--- config.mk ---
export PLATFORM = sky130hd
export DESIGN_NAME = freq_trim_unit
export DESIGN_NICKNAME = d
export VERILOG_FILES = /design/src/rtl/ftu_pkg.sv /design/src/rtl/ftu_capture.sv /design/src/rtl/ftu_scale.sv /design/src/rtl/ftu_rdiv.sv /design/src/rtl/ftu_apply.sv /design/src/rtl/freq_trim_unit.sv
export SDC_FILE = /design/constraint.sdc
export NUM_CORES = 2
export LEC_CHECK = 0
export ABC_AREA = 0
export BUFFER_PORTS_ARGS = -buffer_cell sky130_fd_sc_hd__buf_4
export CAP_MARGIN = 0
export CELL_PAD_IN_SITES_DETAIL_PLACEMENT = 1
export CELL_PAD_IN_SITES_GLOBAL_PLACEMENT = 1
export CORE_MARGIN = 2
export CORE_UTILIZATION = 52
export DETAILED_ROUTE_END_ITERATION = 10
export PLACE_DENSITY_LB_ADDON = 0.08
export REMOVE_ABC_BUFFERS = 1
export SYNTH_ARGS = -nofsm -noshare
export SYNTH_HDL_FRONTEND = slang
export SYNTH_SLANG_ARGS = --single-unit
--- constraint.sdc ---
create_clock -name clk -period 10.2 [get_ports clk]
set_input_delay 0.51 -clock clk [delete_from_list [all_inputs] [get_ports clk]]
set_output_delay 0.51 -clock clk [all_outputs]
set_load 0.01 [all_outputs]
--- src/rtl/ftu_pkg.sv ---
package ftu_pkg;
  typedef enum logic [1:0] {
    ST_IDLE  = 2'd0,
    ST_SCALE = 2'd1,
    ST_DIV   = 2'd2
  } ftu_state_e;
endpackage

--- src/rtl/ftu_capture.sv ---
module ftu_capture #(
  parameter int OFF_W  = 32,
  parameter int NS_W   = 8,
  parameter int FRAC_W = 24,
  localparam int INC_W = NS_W + FRAC_W
) (
  input  logic              clk,
  input  logic              rst_n,
  input  logic              load,
  input  logic [OFF_W-1:0]  offset,
  input  logic [NS_W-1:0]   base_ns,
  input  logic [FRAC_W-1:0] base_frac,
  output logic [OFF_W-1:0]  mag,
  output logic              neg,
  output logic [INC_W-1:0]  word
);
  logic [OFF_W-1:0] mag_d;
  logic             neg_d;
  logic [INC_W-1:0] word_d;

  always_comb begin
    neg_d  = offset[OFF_W-1];
    mag_d  = neg_d ? (~offset + OFF_W'(1)) : offset;
    word_d = {base_ns, base_frac};
  end

  always_ff @(posedge clk or negedge rst_n) begin
    if (!rst_n) begin
      mag  <= '0;
      neg  <= 1'b0;
      word <= '0;
    end else if (load) begin
      mag  <= mag_d;
      neg  <= neg_d;
      word <= word_d;
    end
  end
endmodule

--- src/rtl/ftu_scale.sv ---
module ftu_scale #(
  parameter int OFF_W      = 32,
  parameter int INC_W      = 32,
  parameter int PPM_FRAC_W = 16,
  parameter int MILLION    = 1000000,
  localparam int PROD_W = OFF_W + INC_W,
  localparam int SUM_W  = PROD_W + 1,
  localparam int QW     = SUM_W - PPM_FRAC_W
) (
  input  logic [OFF_W-1:0] mag,
  input  logic [INC_W-1:0] word,
  output logic [QW-1:0]    dividend
);
  localparam int HALF = MILLION / 2;

  logic [PROD_W-1:0] prod;
  logic [SUM_W-1:0]  sum;
  logic              unused_low;

  always_comb begin
    prod     = PROD_W'(mag) * PROD_W'(word);
    sum      = SUM_W'(prod) + SUM_W'(HALF);
    dividend = sum[SUM_W-1:PPM_FRAC_W];
  end

  assign unused_low = ^sum[PPM_FRAC_W-1:0];
endmodule

--- src/rtl/ftu_rdiv.sv ---
module ftu_rdiv #(
  parameter int QW      = 49,
  parameter int RES_W   = 32,
  parameter int DIVISOR = 1000000,
  localparam int DV_W = $clog2(DIVISOR),
  localparam int CW   = $clog2(QW + 1)
) (
  input  logic             clk,
  input  logic             rst_n,
  input  logic             load,
  input  logic [QW-1:0]    dividend,
  output logic [RES_W-1:0] quotient,
  output logic             fin
);
  localparam logic [DV_W:0] DIV_C = (DV_W + 1)'(DIVISOR);

  logic [QW-1:0]    dvd_q, dvd_d;
  logic [RES_W-1:0] quo_q, quo_d;
  logic [DV_W-1:0]  rem_q, rem_d;
  logic [CW-1:0]    cnt_q, cnt_d;
  logic             fin_q, fin_d;
  logic [DV_W:0]    trial, diff;
  logic             ge;

  always_comb begin
    trial = {rem_q, dvd_q[QW-1]};
    ge    = (trial >= DIV_C);
    diff  = trial - DIV_C;
    dvd_d = dvd_q;
    quo_d = quo_q;
    rem_d = rem_q;
    cnt_d = cnt_q;
    fin_d = 1'b0;
    if (load) begin
      dvd_d = dividend;
      quo_d = '0;
      rem_d = '0;
      cnt_d = CW'(QW);
    end else if (cnt_q != '0) begin
      dvd_d = {dvd_q[QW-2:0], 1'b0};
      quo_d = {quo_q[RES_W-2:0], ge};
      rem_d = ge ? diff[DV_W-1:0] : trial[DV_W-1:0];
      cnt_d = cnt_q - CW'(1);
      fin_d = (cnt_q == CW'(1));
    end
  end

  always_ff @(posedge clk or negedge rst_n) begin
    if (!rst_n) begin
      dvd_q <= '0;
      quo_q <= '0;
      rem_q <= '0;
      cnt_q <= '0;
      fin_q <= 1'b0;
    end else begin
      dvd_q <= dvd_d;
      quo_q <= quo_d;
      rem_q <= rem_d;
      cnt_q <= cnt_d;
      fin_q <= fin_d;
    end
  end

  assign quotient = quo_q;
  assign fin      = fin_q;

  // the partial remainder of a restoring divide stays below the divisor
  assert_rem_bound_R4: assert property (@(posedge clk) disable iff (!rst_n)
    (rem_q < DIVISOR));

  // completion marker lasts one cycle
  assert_fin_pulse_R6: assert property (@(posedge clk) disable iff (!rst_n)
    fin_q |=> !fin_q);
endmodule

--- src/rtl/ftu_apply.sv ---
module ftu_apply #(
  parameter int NS_W   = 8,
  parameter int FRAC_W = 24,
  localparam int INC_W = NS_W + FRAC_W
) (
  input  logic [INC_W-1:0]  word,
  input  logic [INC_W-1:0]  adj,
  input  logic              neg,
  output logic [NS_W-1:0]   res_ns,
  output logic [FRAC_W-1:0] res_frac
);
  logic [INC_W-1:0] res;

  always_comb begin
    res      = neg ? (word - adj) : (word + adj);
    res_ns   = res[INC_W-1:FRAC_W];
    res_frac = res[FRAC_W-1:0];
  end
endmodule

--- src/rtl/freq_trim_unit.sv ---
module freq_trim_unit
  import ftu_pkg::*;
#(
  parameter int OFF_W      = 32,
  parameter int NS_W       = 8,
  parameter int FRAC_W     = 24,
  parameter int PPM_FRAC_W = 16,
  parameter int MILLION    = 1000000
) (
  input  logic              clk,
  input  logic              rst_n,
  input  logic              start_i,
  input  logic [OFF_W-1:0]  offset_i,
  input  logic [NS_W-1:0]   base_ns_i,
  input  logic [FRAC_W-1:0] base_frac_i,
  output logic              done_o,
  output logic [NS_W-1:0]   inc_ns_o,
  output logic [FRAC_W-1:0] inc_frac_o
);
  localparam int INC_W = NS_W + FRAC_W;
  localparam int QW    = OFF_W + INC_W + 1 - PPM_FRAC_W;

  ftu_state_e       state_q, state_d;
  logic             accept;
  logic [OFF_W-1:0] mag_q;
  logic             neg_q;
  logic [INC_W-1:0] word_q;
  logic [QW-1:0]    dividend;
  logic [INC_W-1:0] adj;
  logic             div_fin;
  logic [NS_W-1:0]  res_ns;
  logic [FRAC_W-1:0] res_frac;
  logic             out_en;
  logic             done_q, done_d;
  logic [NS_W-1:0]  ns_q;
  logic [FRAC_W-1:0] frac_q;

  assign accept = (state_q == ST_IDLE) && start_i;

  ftu_capture #(.OFF_W(OFF_W), .NS_W(NS_W), .FRAC_W(FRAC_W)) cap_i (
    .clk(clk), .rst_n(rst_n), .load(accept), .offset(offset_i),
    .base_ns(base_ns_i), .base_frac(base_frac_i),
    .mag(mag_q), .neg(neg_q), .word(word_q)
  );

  ftu_scale #(.OFF_W(OFF_W), .INC_W(INC_W), .PPM_FRAC_W(PPM_FRAC_W),
              .MILLION(MILLION)) scale_i (
    .mag(mag_q), .word(word_q), .dividend(dividend)
  );

  ftu_rdiv #(.QW(QW), .RES_W(INC_W), .DIVISOR(MILLION)) div_i (
    .clk(clk), .rst_n(rst_n), .load(state_q == ST_SCALE),
    .dividend(dividend), .quotient(adj), .fin(div_fin)
  );

  ftu_apply #(.NS_W(NS_W), .FRAC_W(FRAC_W)) apply_i (
    .word(word_q), .adj(adj), .neg(neg_q),
    .res_ns(res_ns), .res_frac(res_frac)
  );

  always_comb begin
    state_d = state_q;
    case (state_q)
      ST_IDLE:  if (start_i) state_d = ST_SCALE;
      ST_SCALE: state_d = ST_DIV;
      ST_DIV:   if (div_fin) state_d = ST_IDLE;
      default:  state_d = ST_IDLE;
    endcase
    out_en = (state_q == ST_DIV) && div_fin;
    done_d = out_en;
  end

  always_ff @(posedge clk or negedge rst_n) begin
    if (!rst_n) begin
      state_q <= ST_IDLE;
      done_q  <= 1'b0;
    end else begin
      state_q <= state_d;
      done_q  <= done_d;
    end
  end

  always_ff @(posedge clk or negedge rst_n) begin
    if (!rst_n) begin
      ns_q   <= '0;
      frac_q <= '0;
    end else if (out_en) begin
      ns_q   <= res_ns;
      frac_q <= res_frac;
    end
  end

  assign done_o     = done_q;
  assign inc_ns_o   = ns_q;
  assign inc_frac_o = frac_q;

  // the result strobe is a single cycle wide
  assert_done_pulse_R6: assert property (@(posedge clk) disable iff (!rst_n)
    done_q |=> !done_q);

  // a start seen while busy leaves the captured operands untouched
  assert_busy_ignore_R7: assert property (@(posedge clk) disable iff (!rst_n)
    (state_q != ST_IDLE && start_i) |=> ($stable(mag_q) && $stable(word_q)));

  // a zero offset yields the base word on the outputs
  assert_zero_identity_R8: assert property (@(posedge clk) disable iff (!rst_n)
    (done_q && mag_q == '0) |-> ({ns_q, frac_q} == word_q));

  // outputs only move together with a strobe
  assert_hold_R9: assert property (@(posedge clk) disable iff (!rst_n)
    !done_d |=> ($stable(ns_q) && $stable(frac_q)));
endmodule

==> results_dict.tcl <==
set metrics [dict create \
    status "completed" \
    initial_utilization 0.525 \
    slew_headroom 0.232 \
    portBuffers 99 \
    area_delta_synth_final_pct 6.09 \
    avgSynthCellArea_um2 9.06 \
    drcViolationCount 0 \
    finalCritPeriodShare 0.863 \
    grtUsageTotal 0.330 \
    fin_util 0.557 \
    initialDrtViolationCount 2029 \
    finalSetupTns_ns 0 \
    die_area_um2 88300 \
    overflow 0 \
    gp_congestion 0.899 \
    hold_viol 0 \
    vias_per_cell 5.61 \
    r2r_slack_ns 1.40 \
    totalWireLength_um 141000 \
    dr_total_vias 33800 \
    worstPathArrival_ns 9.21 \
    regToRegEndpoint "div_i.dvd_q[44]$_DFFE_PN0P_" \
    layout.nets 6154 \
    ant_nets 0 \
    cp_max_fo 20 \
    die_w_um 297 \
    critPathTopFamily "adder cells" \
    criticalPathCategory "flip-flop to flip-flop" \
    fmax_mhz 114 \
    antenna_found_initial 5 \
    coreArea_um2 85100 \
    synth_edf_count 0 \
    synth_top_area_cell "fa_1" \
    drive_gt1_frac 0.0608 \
    tightestPinTransition_ns 1.15 \
    synth-async-reset-ratio 1.00 \
    cts-resized-gates 0 \
    synth_top_cell_area_share 0.405 \
    cts_tree "built" \
    cts_setup_buffers 0 \
    post_drt_wl_per_cell_um 23.4 \
    yosysWarnings 0 \
    slowest_delay_ns 0.85 \
    startpoint "cap_i.word[9]$_DFFE_PN0P_" \
    hp-class "input pin to async pin" \
    cts_buffers 24 \
    clk_pin_slew_ns 0.08 \
    clk_latency_ns 0.58 \
    cp-start-kind "flip-flop" \
    rsz0062_at_grt "no" \
    grt_max_degree 103 \
    min_period_ns 8.80 \
    dpl.hpwl_um 112000 \
    setup_viol 0 \
    maxCapViolations 0 \
    cts_sinks 208 \
    netlist_area_um2 44700 \
    reg2reg_depth 25 \
    die_h_um 297 \
    cts_hold_buf 0 \
    synth_area_leaders "fa_1, dfrtp_1, and2_1" \
    slowest_stage "dfrtp_1" \
    synth_cell_type_count 71 \
    critPathCaptureType "flip-flop" \
    grt_pass1_wl_um 224000 \
    ys_seq_area_frac 0.116 \
    cts_max_path_buffers 3 \
    worstPathRequired_ns 10.61 \
    h-tree-depth 1 \
    synthCells 4931 \
    root_buffer "clkbuf_16" \
    grt_pass1_vias 38100 \
    synth_flop_cell "dfrtp_1" \
    fp-row-count 107 \
    r2r-start "cap_i.word[9]$_DFFE_PN0P_" \
    crit_top_cell "fa_1" \
    holdWs_ns 0.0125 \
    clock_skew_ns 0.0289 \
    synth-seq-cells 208 \
    num_io_pins 100 \
    path_buf_inv 5 \
    slew_violations 0 \
    dr.pass1.iters 5 \
    nFillCells 9846 \
]
==> kinds of logic (layout without fill, tap and decap cells) <==
group | count (synthesis) | count (layout) | share of synthesized area
AOI/OAI and AO/OA | 480 | 480 | 0.0655
xor gates and xnor gates | 154 | 154 | 0.0302
adders and majority gates | 1221 | 1221 | 0.494
buffers and inverters | 1205 | 1157 | 0.102
DFF | 208 | 208 | 0.116
muxes | 42 | 42 | 0.0104
other | 0 | 5 | 0
and+or+nand+nor | 1621 | 1621 | 0.182
==> registers in the layout, indices dropped and copies added (netlist names) <==
name,cells
div_i.dvd_q,49
cap_i.word,32
div_i.rem_q,20
inc_ns_o,8
div_i.fin,1
done_o,1
cap_i.neg,1
div_i.quotient,32
div_i.cnt_q,6
inc_frac_o,24
cap_i.mag,32
state_q,2
==> through the flow <==
step                cells  cell area [um2]  worst slack, ns
floorplan            4647            43600             2.86
global placement     5984            46500             1.58
detailed placement   5984            46500             1.48
CTS                  6027            47400             1.42
global route         6029            47400             1.11
finish               6032            47400             1.40
==> per-layer routing <==
metal	share of wire	up-vias	wire [um]	global-route usage
li1	-	14700	-	-
met1	0.42	18100	59400	0.446
met2	0.49	816	69900	0.563
met3	0.055	183	7790	0.0419
met4	0.030	0	4190	0.0885
met5	0	-	0	0
==> worst max path at each step <==
stage                                       end  cells after the start  slack, ns
detailed placement  div_i.dvd_q[48]$_DFFE_PN0P_                     25       1.48
global route        div_i.dvd_q[45]$_DFFE_PN0P_                     26       1.11
global placement    div_i.dvd_q[48]$_DFFE_PN0P_                     24       1.58
floorplan           div_i.dvd_q[45]$_DFFE_PN0P_                     25       2.86
finish              div_i.dvd_q[44]$_DFFE_PN0P_                     25       1.40
CTS                 div_i.dvd_q[44]$_DFFE_PN0P_                     25       1.42
==> area by class of cell <==
cell class | instances | area (um2) | area share
Antenna cell | 5 | 12.5 | 0.000264
Tap cell | 1144 | 1430 | 0.0302
Multi-Input combinational cell | 3518 | 35000 | 0.737
Sequential cell | 208 | 5210 | 0.110
Clock inverter | 13 | 200 | 0.00422
Clock buffer | 30 | 653 | 0.0138
Timing Repair Buffer | 193 | 1490 | 0.0315
Inverter | 921 | 3460 | 0.0729
==> cell usage in the layout (no fill, tap or decap), types with 17 or more instances in the layout <==
cell,count
xor2_1,67
mux2_2,34
o21ai_0,67
nand4_1,26
a21o_1,46
inv_1,921
nand2_1,700
fa_1,905
and3_1,17
clkbuf_16,24
nor2_1,129
xnor2_1,87
dfrtp_1,204
a211oi_1,22
buf_4,189
o21ai_1,35
nand3_1,20
a21oi_1,188
and2_1,636
a31oi_1,40
ha_1,316
nor3_1,29
o21bai_1,25
==> Yosys cell counts, types with 11 or more instances <==
library cell / count
nand2_1: 700
fa_1: 905
mux2_2: 34
dfrtp_1: 208
o21ai_1: 35
o21ai_0: 67
ha_1: 316
inv_1: 921
a21o_1: 46
o21bai_1: 25
and3_1: 17
nand4_1: 26
and2_1: 636
nor3_1: 29
a21oi_1: 188
xor2_1: 67
a31oi_1: 40
nor2_1: 129
o31ai_1: 11
xnor2_1: 87
clkbuf_1: 265
a211oi_1: 22
nand3_1: 20
Power is left out: the tool's default activity adds up to more than one toggle a clock period on the data nets, which glitch-free logic cannot reach.
